==> src/rtl/rssi_mon_pkg.sv <==
package rssi_mon_pkg;

    typedef enum logic [1:0] {
        PH_LISTEN  = 2'd0,
        PH_RECEIVE = 2'd1,
        PH_TIMEOUT = 2'd2
    } rx_phase_e;

    localparam int CMP_COUNT = 2;

endpackage

==> src/rtl/rssi_gt.sv <==
module rssi_gt #(
    parameter int W = 8
) (
    input  logic [W-1:0] a,
    input  logic [W-1:0] b,
    output logic         gt
);
    assign gt = (a > b);
endmodule

==> src/rtl/rssi_flags.sv <==
module rssi_flags (
    input  logic clk,
    input  logic rst_n,
    input  logic live_above,
    input  logic irq_clr,
    input  logic sync_det,
    input  logic rx_restart,
    output logic irq,
    output logic cca_latched
);
    logic irq_q, ccal_q;

    always_ff @(posedge clk or negedge rst_n) begin
        if (!rst_n) begin
            irq_q  <= 1'b0;
            ccal_q <= 1'b0;
        end else if (rx_restart) begin
            irq_q  <= 1'b0;
            ccal_q <= 1'b0;
        end else begin
            // a set in the same cycle as a clear wins
            irq_q  <= live_above | (irq_q & ~irq_clr);
            ccal_q <= sync_det ? 1'b0 : (live_above | ccal_q);
        end
    end

    assign irq         = irq_q;
    assign cca_latched = ccal_q;
endmodule

==> src/rtl/rssi_squelch.sv <==
module rssi_squelch (
    input  logic clk,
    input  logic rst_n,
    input  logic enable,
    input  logic above,
    input  logic din,
    output logic dout
);
    logic hold_q;

    assign dout = (enable && !above) ? hold_q : din;

    always_ff @(posedge clk or negedge rst_n) begin
        if (!rst_n) hold_q <= 1'b0;
        else        hold_q <= dout;
    end
endmodule

==> src/rtl/rssi_thresh_mon.sv <==
module rssi_thresh_mon
    import rssi_mon_pkg::*;
#(
    parameter int RSSI_W = 8
) (
    input  logic              clk,
    input  logic              rst_n,
    input  logic [RSSI_W-1:0] cur_rssi,
    input  logic              cur_upd,
    input  logic [RSSI_W-1:0] lat_rssi,
    input  logic              lat_done,
    input  logic [RSSI_W-1:0] thresh,
    input  logic              chk_latch_en,
    input  logic              squelch_en,
    input  logic              irq_clr,
    input  logic              sync_det,
    input  logic              rx_restart,
    input  logic              rx_data_in,
    output logic              irq,
    output logic              cca,
    output logic              cca_latched,
    output logic              inv_preamble,
    output logic              rx_timeout,
    output logic              rx_data_out
);
    localparam int CMP_LIVE = 0;
    localparam int CMP_LAT  = 1;

    logic [RSSI_W-1:0] cur_q;
    logic [RSSI_W-1:0] cmp_a [CMP_COUNT];
    logic [RSSI_W-1:0] cmp_b [CMP_COUNT];
    logic [CMP_COUNT-1:0] cmp_gt;
    logic live_above, lat_below;

    rx_phase_e state_q, state_d;
    logic      inv_q;

    // current strength register, zeroed by a restart
    always_ff @(posedge clk or negedge rst_n) begin
        if (!rst_n)          cur_q <= '0;
        else if (rx_restart) cur_q <= '0;
        else if (cur_upd)    cur_q <= cur_rssi;
    end

    // live path: current > thresh; latch path: thresh > latched
    assign cmp_a[CMP_LIVE] = cur_q;
    assign cmp_b[CMP_LIVE] = thresh;
    assign cmp_a[CMP_LAT]  = thresh;
    assign cmp_b[CMP_LAT]  = lat_rssi;

    generate
        for (genvar g = 0; g < CMP_COUNT; g++) begin : g_cmp
            rssi_gt #(.W(RSSI_W)) u_gt (
                .a  (cmp_a[g]),
                .b  (cmp_b[g]),
                .gt (cmp_gt[g])
            );
        end
    endgenerate

    assign live_above = cmp_gt[CMP_LIVE];
    assign lat_below  = cmp_gt[CMP_LAT];

    // session machine: next state
    always_comb begin
        state_d = state_q;
        if (rx_restart) begin
            state_d = PH_LISTEN;
        end else begin
            unique case (state_q)
                PH_LISTEN: begin
                    if (lat_done) begin
                        if (chk_latch_en && lat_below) state_d = PH_TIMEOUT;
                        else                            state_d = PH_RECEIVE;
                    end
                end
                PH_RECEIVE: state_d = PH_RECEIVE;
                PH_TIMEOUT: state_d = PH_TIMEOUT;
                default:    state_d = PH_LISTEN;
            endcase
        end
    end

    // session machine: state register
    always_ff @(posedge clk or negedge rst_n) begin
        if (!rst_n) state_q <= PH_LISTEN;
        else        state_q <= state_d;
    end

    // session machine: registered outputs
    always_ff @(posedge clk or negedge rst_n) begin
        if (!rst_n) inv_q <= 1'b0;
        else        inv_q <= (state_q == PH_LISTEN) && (state_d == PH_TIMEOUT);
    end

    assign inv_preamble = inv_q;
    assign rx_timeout   = (state_q == PH_TIMEOUT);
    assign cca          = live_above;

    rssi_flags u_flags (
        .clk         (clk),
        .rst_n       (rst_n),
        .live_above  (live_above),
        .irq_clr     (irq_clr),
        .sync_det    (sync_det),
        .rx_restart  (rx_restart),
        .irq         (irq),
        .cca_latched (cca_latched)
    );

    rssi_squelch u_sq (
        .clk    (clk),
        .rst_n  (rst_n),
        .enable (squelch_en),
        .above  (live_above),
        .din    (rx_data_in),
        .dout   (rx_data_out)
    );
endmodule

==> config.mk <==
export PLATFORM = sky130hd
export DESIGN_NAME = rssi_thresh_mon
export DESIGN_NICKNAME = d
export VERILOG_FILES = /design/src/rtl/rssi_mon_pkg.sv /design/src/rtl/rssi_gt.sv /design/src/rtl/rssi_flags.sv /design/src/rtl/rssi_squelch.sv /design/src/rtl/rssi_thresh_mon.sv
export SDC_FILE = /design/constraint.sdc
export NUM_CORES = 1
export LEC_CHECK = 0
export BUFFER_PORTS_ARGS = -buffer_cell sky130_fd_sc_hd__buf_2
export CAP_MARGIN = 30
export CORE_UTILIZATION = 44
export CTS_BUF_LIST = sky130_fd_sc_hd__clkbuf_4 sky130_fd_sc_hd__clkbuf_8
export DETAILED_ROUTE_END_ITERATION = 16
export PLACE_DENSITY = 0.79
export SLEW_MARGIN = 20
export SYNTH_ARGS = -nofsm -noshare
export SYNTH_HDL_FRONTEND = slang
export SYNTH_SLANG_ARGS = --single-unit
==> constraint.sdc <==
create_clock -name clk -period 1.7 [get_ports clk]
set_input_delay 0.17 -clock clk [delete_from_list [all_inputs] [get_ports clk]]
set_output_delay 0.17 -clock clk [all_outputs]
set_load 0.005 [all_outputs]
After elaboration in Yosys (flattened, before gate mapping)
Cells that the tools add are included.
{"block": "word_totals", "reg_bits": 14, "input_bits": 34, "output_inout_bits": 6, "wordCells": 31}
{"block": "op_classes", "n_lt_le_gt_ge": 2, "eq_ne": 3, "mux": 10, "bitwise": 4, "reduce_logical": 6}
{"operator": "$gt A8 B8 Y1", "count": 2}
{"operator": "$mux W8", "count": 2}
{"operator": "$mux W2", "count": 3}
{"operator": "$pmux W2 S3", "count": 1}
{"operator": "$eq A2 B2 Y1 const B", "count": 2}
{"operator": "$mux W1", "count": 4}
{"operator": "$logic_and A1 B1 Y1", "count": 3}
{"operator": "$eq A2 B1 Y1 const B", "count": 1}
{"operator": "$logic_not A2 Y1", "count": 1}
{"operator": "$or A1 B1 Y1", "count": 2}
{"operator": "$reduce_bool A2 Y1", "count": 1}
{"operator": "$and A1 B1 Y1", "count": 1}
{"operator": "$logic_not A1 Y1", "count": 1}
{"operator": "$not A1 Y1", "count": 1}

Depth between registers and ports, before layout
{"block": "logic_depth", "ltp_word": 8, "ltp_mapped": 7, "depth_no_buf": 7}

Cells and area by module
Synthesis repeated with hierarchy kept, for this count alone.
{"block": "unflattened", "hier_cells": 101, "area_unflattened_um2": 1018.5}
{"module": "rssi_thresh_mon", "n_inst": 1, "cells_each": 37, "area_each_um2": 461.7, "seq_area_each_um2": 275.3}
{"module": "rssi_gt", "n_inst": 2, "cells_each": 27, "area_each_um2": 216.5, "seq_area_each_um2": 0.0}
{"module": "rssi_flags", "n_inst": 1, "cells_each": 7, "area_each_um2": 77.6, "seq_area_each_um2": 50.0}
{"module": "rssi_squelch", "n_inst": 1, "cells_each": 3, "area_each_um2": 46.3, "seq_area_each_um2": 25.0}

Worst setup path before layout
Ideal clock, no wire load.
{"block": "synth_timing", "path_type": "reg2out", "start": "register cur_q[3]", "end": "output rx_data_out", "arrival_ps": 1586, "path_slack_ps": -56, "stages_incl_launch_ff": 6, "path_buffers": 0, "cell_sequence": "dfrtp_1 > ha_1 > nand4_2 > o21a_1 > a311oi_1 > mux2_1"}
{"block": "synth_via", "elab_chain_cells": 4}
{"item": "start: declaration", "line_no": "rssi_thresh_mon.sv:29", "text": "logic [RSSI_W-1:0] cur_q;"}
{"item": "start signal: assignment", "line_no": "rssi_thresh_mon.sv:42", "text": "else if (cur_upd) cur_q <= cur_rssi;"}
{"item": "$gt A8 B8 Y1", "line_no": "rssi_gt.sv:8", "text": "assign gt = (a > b);"}
{"item": "$logic_not A1 Y1", "line_no": "rssi_squelch.sv:11", "text": "assign dout = (enable && !above) ? hold_q : din;"}
{"item": "$logic_and A1 B1 Y1", "line_no": "rssi_squelch.sv:11"}
{"item": "$mux W1", "line_no": "rssi_squelch.sv:11"}
{"item": "end: declaration", "line_no": "rssi_thresh_mon.sv:24", "text": "output logic rx_data_out"}
Every way passes these cells.

Worst setup path after layout
{"block": "layout_timing", "start": "register cur_q[6]", "end": "output rx_data_out"}
Same word-level chain as after synthesis.

==> flow_summary.html <==
<table>
<tr><th>Metric</th><th>Value</th></tr>
<tr><th colspan="2">Outcome</th></tr>
<tr><td>Result of the run</td><td>finished with violations</td></tr>
<tr><td>Violated checks</td><td>negative setup slack</td></tr>
<tr><th colspan="2">STA</th></tr>
<tr><td>Max Clock Skew</td><td>0.00301 ns</td></tr>
<tr><td>Sum of negative setup slack</td><td>-1.45 ns</td></tr>
<tr><td>Hold Fails Final Rpt</td><td>0</td></tr>
<tr><td>Final Max Slew Viols</td><td>0</td></tr>
<tr><td>Transition time at the pin with the least slew margin</td><td>slightly above 0.4 ns</td></tr>
<tr><td>Fin crit share</td><td>133%</td></tr>
<tr><td>Setup WS post-layout</td><td>-0.565 ns</td></tr>
<tr><td>Unrepaired setup endpoints after global routing</td><td>yes</td></tr>
<tr><td>Fmax</td><td>between 0.4 and 0.5 GHz</td></tr>
<tr><td>Final worst hold slack</td><td>between 0.02 and 0.03 ns</td></tr>
<tr><td>Worst slew margin</td><td>between 70% and 80%</td></tr>
<tr><td>Setup violation total in the final timing report</td><td>5</td></tr>
<tr><td>Final min period</td><td>about 2.3 ns</td></tr>
<tr><th colspan="2">Synth</th></tr>
<tr><td>Xor and xnor area share after synthesis</td><td>0%</td></tr>
<tr><td>Yosys synthesis warning count</td><td>0</td></tr>
<tr><td>Synthesized area divided by synthesized cell count</td><td>9.15 um^2</td></tr>
<tr><td>Post-synth net total</td><td>~160</td></tr>
<tr><td>Sequential share of the synthesized area</td><td>between 30 and 40%</td></tr>
<tr><td>Adder and majority gate portion of the synthesized area</td><td>20.6%</td></tr>
<tr><td>Area of the mapped netlist</td><td>just under 1000 um^2</td></tr>
<tr><td>Dominant cells by area after synthesis</td><td>sky130_fd_sc_hd__dfrtp_1, sky130_fd_sc_hd__ha_1, sky130_fd_sc_hd__inv_1</td></tr>
<tr><td>Post-synth EDFFs</td><td>0</td></tr>
<tr><td>Complex-gate fraction of the synthesized area</td><td>between 10% and 20%</td></tr>
<tr><td>Flops &amp; latches, synth</td><td>14</td></tr>
<tr><td>Multiplexer share of the synthesized area</td><td>under 10%</td></tr>
<tr><td>Fraction of synthesis flops using an asynchronous set or reset pin</td><td>100%</td></tr>
<tr><td>Post-synth top flop</td><td>sky130_fd_sc_hd__dfrtp_1</td></tr>
<tr><td>Leading post-synthesis cells by instance count</td><td>sky130_fd_sc_hd__inv_1, sky130_fd_sc_hd__ha_1, sky130_fd_sc_hd__dfrtp_1</td></tr>
<tr><td>Basic-gate share of the synthesized area counting and, or, nand and nor cells</td><td>about 11%</td></tr>
<tr><td>Library cell occupying the most area in the post-synthesis netlist</td><td>sky130_fd_sc_hd__dfrtp_1</td></tr>
<tr><td>Synth unique cells</td><td>24</td></tr>
<tr><td>Dominant cell by count in the synthesized netlist</td><td>sky130_fd_sc_hd__inv_1</td></tr>
<tr><td>Area share of the largest cell type after synthesis</td><td>a little over a third</td></tr>
<tr><td>Mapped Cells</td><td>approximately 110</td></tr>
<tr><td>Dominant combinational cell family by area after synthesis</td><td>adder cells</td></tr>
<tr><th colspan="2">Worst setup path</th></tr>
<tr><td>Register-to-Register Path Depth</td><td>8</td></tr>
<tr><td>Buffers and inverters on the worst path</td><td>1</td></tr>
<tr><td>Startpoint kind of the worst setup timing path</td><td>flip-flop</td></tr>
<tr><td>R2r startpoint</td><td>cur_q[6]</td></tr>
<tr><td>Worst Path Arrival</td><td>roughly 2.1 ns</td></tr>
<tr><td>Critical path data required time</td><td>~1.5 ns</td></tr>
<tr><td>Destination of the worst register-to-register timing path</td><td>u_flags.cca_latched</td></tr>
<tr><td>Largest stage delay on the critical path</td><td>between 0.4 and 0.5 ns</td></tr>
<tr><td>Minimum setup slack among reg-to-reg paths</td><td>-0.16 ns</td></tr>
<tr><td>Crit Path Max Fanout</td><td>2</td></tr>
<tr><td>Type of the setup path with the least slack</td><td>flip-flop to output port</td></tr>
<tr><td>Sort of element at the end of the critical path</td><td>output port</td></tr>
<tr><td>Critical path, cell by cell</td><td>ha_4 &gt; nand4_1 &gt; o21a_1 &gt; a311oi_2 &gt; mux2_4 &gt; buf_2</td></tr>
<tr><td>Family of cells with the greatest summed delay on the critical path</td><td>compound AO/OA/AOI/OAI gates</td></tr>
<tr><td>Slowest cell on crit path</td><td>sky130_fd_sc_hd__dfrtp_1</td></tr>
<tr><th colspan="2">Clocking</th></tr>
<tr><td>CTS clock-pin slew for the worst setup and hold paths</td><td>~0.09 ns</td></tr>
<tr><td>TritonCTS sink count</td><td>14</td></tr>
<tr><td>Number of buffers on the longest clock path</td><td>2</td></tr>
<tr><td>Number of CTS-inserted buffers</td><td>3</td></tr>
<tr><td>Cell at the root of the clock tree</td><td>sky130_fd_sc_hd__clkbuf_4</td></tr>
<tr><td>Number of levels in the clock H-tree</td><td>1</td></tr>
<tr><td>Clock latency on the worst-skew pair</td><td>about 0.29 ns</td></tr>
<tr><td>TritonCTS clock tree</td><td>done</td></tr>
<tr><th colspan="2">Die</th></tr>
<tr><td>Chip Height</td><td>between 40 and 50 um</td></tr>
<tr><td>Die area</td><td>about 2400 um^2</td></tr>
<tr><td>I/O pins</td><td>40</td></tr>
<tr><td>Starting density of the core</td><td>48.0%</td></tr>
<tr><td>CORE AREA</td><td>between 2000 and 2500 um^2</td></tr>
<tr><td>X dimension of the die</td><td>approximately 49 um</td></tr>
<tr><td>Row cnt</td><td>16</td></tr>
<tr><th colspan="2">Final layout</th></tr>
<tr><td>Antenna diode count</td><td>0</td></tr>
<tr><td>Post-route cell area</td><td>roughly 1500 um^2</td></tr>
<tr><td>Ratio of cells with drive above 1 in the final layout</td><td>41.5%</td></tr>
<tr><td>Synthesis-to-finish area growth</td><td>49.7%</td></tr>
<tr><td>Non-filler instance count after layout</td><td>roughly 190</td></tr>
<tr><td>Final Util</td><td>between 70 and 80%</td></tr>
<tr><td>Layout net count</td><td>210</td></tr>
<tr><th colspan="2">GRT</th></tr>
<tr><td>Number of global-route vias before repair</td><td>990</td></tr>
<tr><td>Pin count of the biggest net entering global routing</td><td>15</td></tr>
<tr><td>Aggregate global routing overflow</td><td>0</td></tr>
<tr><td>Number of antenna violations at the first check in global routing</td><td>0</td></tr>
<tr><td>GRT Util Overall</td><td>between 20% and 30%</td></tr>
<tr><td>First-pass GRT wire length</td><td>between 4000 and 5000 um</td></tr>
<tr><th colspan="2">Power and ir drop</th></tr>
<tr><td>Lkg Pwr</td><td>about 0.8 nW</td></tr>
<tr><td>Largest voltage drop on the vdd net</td><td>slightly above 0.0007 V</td></tr>
<tr><td>Power density over the cells</td><td>roughly 610 nW/um^2</td></tr>
<tr><td>Post-route total power</td><td>0.887 mW</td></tr>
<tr><th colspan="2">Drt</th></tr>
<tr><td>Number of DRC markers after the initial detailed-route iteration</td><td>20</td></tr>
<tr><td>Count of unresolved DRC violations after routing</td><td>0</td></tr>
<tr><td>Via/cell ratio</td><td>5.26</td></tr>
<tr><td>Post-DRT Antenna Nets</td><td>0</td></tr>
<tr><td>Total via count after detailed routing</td><td>a little under 1,000</td></tr>
<tr><td>First-pass DRT Iterations</td><td>4</td></tr>
<tr><td>Total Wirelength</td><td>2670 um</td></tr>
<tr><td>Routed wirelength normalized by instance count</td><td>~14 um</td></tr>
<tr><th colspan="2">Min path</th></tr>
<tr><td>WHS Endpoint</td><td>u_flags.cca_latched</td></tr>
<tr><td>Worst hold path cell count</td><td>2</td></tr>
<tr><td>Min-Delay Startpoint</td><td>sync_det</td></tr>
<tr><td>Min-delay worst type</td><td>primary input to flip-flop</td></tr>
<tr><th colspan="2">Place</th></tr>
<tr><td>Placed wire-length estimate</td><td>approximately 1800 um</td></tr>
<tr><td>IO Port Bufs</td><td>39</td></tr>
<tr><td>Post-Place Cell Area</td><td>approximately 1300 um^2</td></tr>
<tr><td>Placed Cells</td><td>~180</td></tr>
<tr><td>Weighted congestion reported at the end of routability-driven placement</td><td>~0.77</td></tr>
<tr><td>Post-placement worst setup slack</td><td>-0.218 ns</td></tr>
<tr><th colspan="2">Job</th></tr>
<tr><td>Number of violations of the max-capacitance limit</td><td>0</td></tr>
</table>
==> state kept, by name (all words and copies together) (netlist names) <==
register and count:
cur_q 8, u_flags.cca_latched 1, u_flags.irq 1, u_sq.hold_q 1
inv_preamble 1, state_q 2
==> how the worst max path moves through the flow <==
stage,from,to,cells after the start
3_3_place_gp,cur_q[1],rx_data_out,6
3_5_place_dp,cur_q[1],rx_data_out,6
5_1_grt,cur_q[6],rx_data_out,6
4_1_cts,cur_q[7],rx_data_out,6
2_1_floorplan,cur_q[7],rx_data_out,5
6_report,cur_q[6],rx_data_out,6
==> worst reg2reg max path: cells and delay by family (launching register included) <==
family | cells | cell delay (ns)
AO/OA/AOI/OAI | 3 | 0.49
flip-flops | 1 | 0.42
buffers and inverters | 3 | 0.40
adder cells (fa/ha/maj) | 1 | 0.28
AND/OR/NAND/NOR | 1 | 0.16
==> routing by layer <==
layer | vias to the layer above | share of wire [%] | GRT usage [%]
li1 | 468 | - | -
met1 | 456 | 37 | 27.2
met2 | 46 | 53 | 45.4
met3 | 8 | 6.1 | 4.98
met4 | 0 | 3.3 | 4.41
met5 | - | 0 | 0
==> cell usage in the layout (no fill, tap or decap), types with 2 or more instances in the layout <==
cell type                  Yosys  routed
sky130_fd_sc_hd__dfrtp_1      14      14
sky130_fd_sc_hd__buf_2         1      39
sky130_fd_sc_hd__buf_4         0       9
sky130_fd_sc_hd__o211ai_1      2       2
sky130_fd_sc_hd__inv_1        22      22
sky130_fd_sc_hd__nor2_1       10      10
sky130_fd_sc_hd__clkbuf_4      0       3
sky130_fd_sc_hd__a21oi_1      10       9
sky130_fd_sc_hd__buf_6         0       2
sky130_fd_sc_hd__nand2b_1      2       2
sky130_fd_sc_hd__o21ai_0       2       2
sky130_fd_sc_hd__mux2i_1       8       8
sky130_fd_sc_hd__nand2_1       3       3
sky130_fd_sc_hd__nand4_1       3       3
sky130_fd_sc_hd__ha_4          0       7
sky130_fd_sc_hd__o21ai_1       2       2
sky130_fd_sc_hd__ha_1         16       9
==> logic make-up (layout without fill, tap and decap cells) <==
family	count (synthesis)	after routing
AOI/OAI and AO/OA	21	21
buffers and inverters	24	77
adders and majority gates	16	16
muxes	9	9
DFF	14	14
and+or+nand+nor	22	22
==> power by group <==
group	internal (mW)	leakage [nW]	switching (mW)	total, mW
sequential	0.353	0.186	0.0150	0.368
clock	0.131	0.0210	0.114	0.244
combinational	0.142	0.597	0.132	0.274
total	0.626	0.804	0.260	0.887
==> area by class of cell <==
cell class | count | area (um^2)
multi-input combinational | 68 | 653
fill | 156 | 571
sequential | 14 | 350
timing repair buffer | 51 | 295
inverter | 22 | 82.6
clock buffer | 4 | 36.3
tap | 27 | 33.8
==> repair_timing <==
action,CTS,global route
buffers inserted,3,1
hold buffers,1,0
hold endpoints to repair,14,0
setup endpoints to repair,3,5
gates resized for setup,6,7
Power figures use the tool's default switching activity.
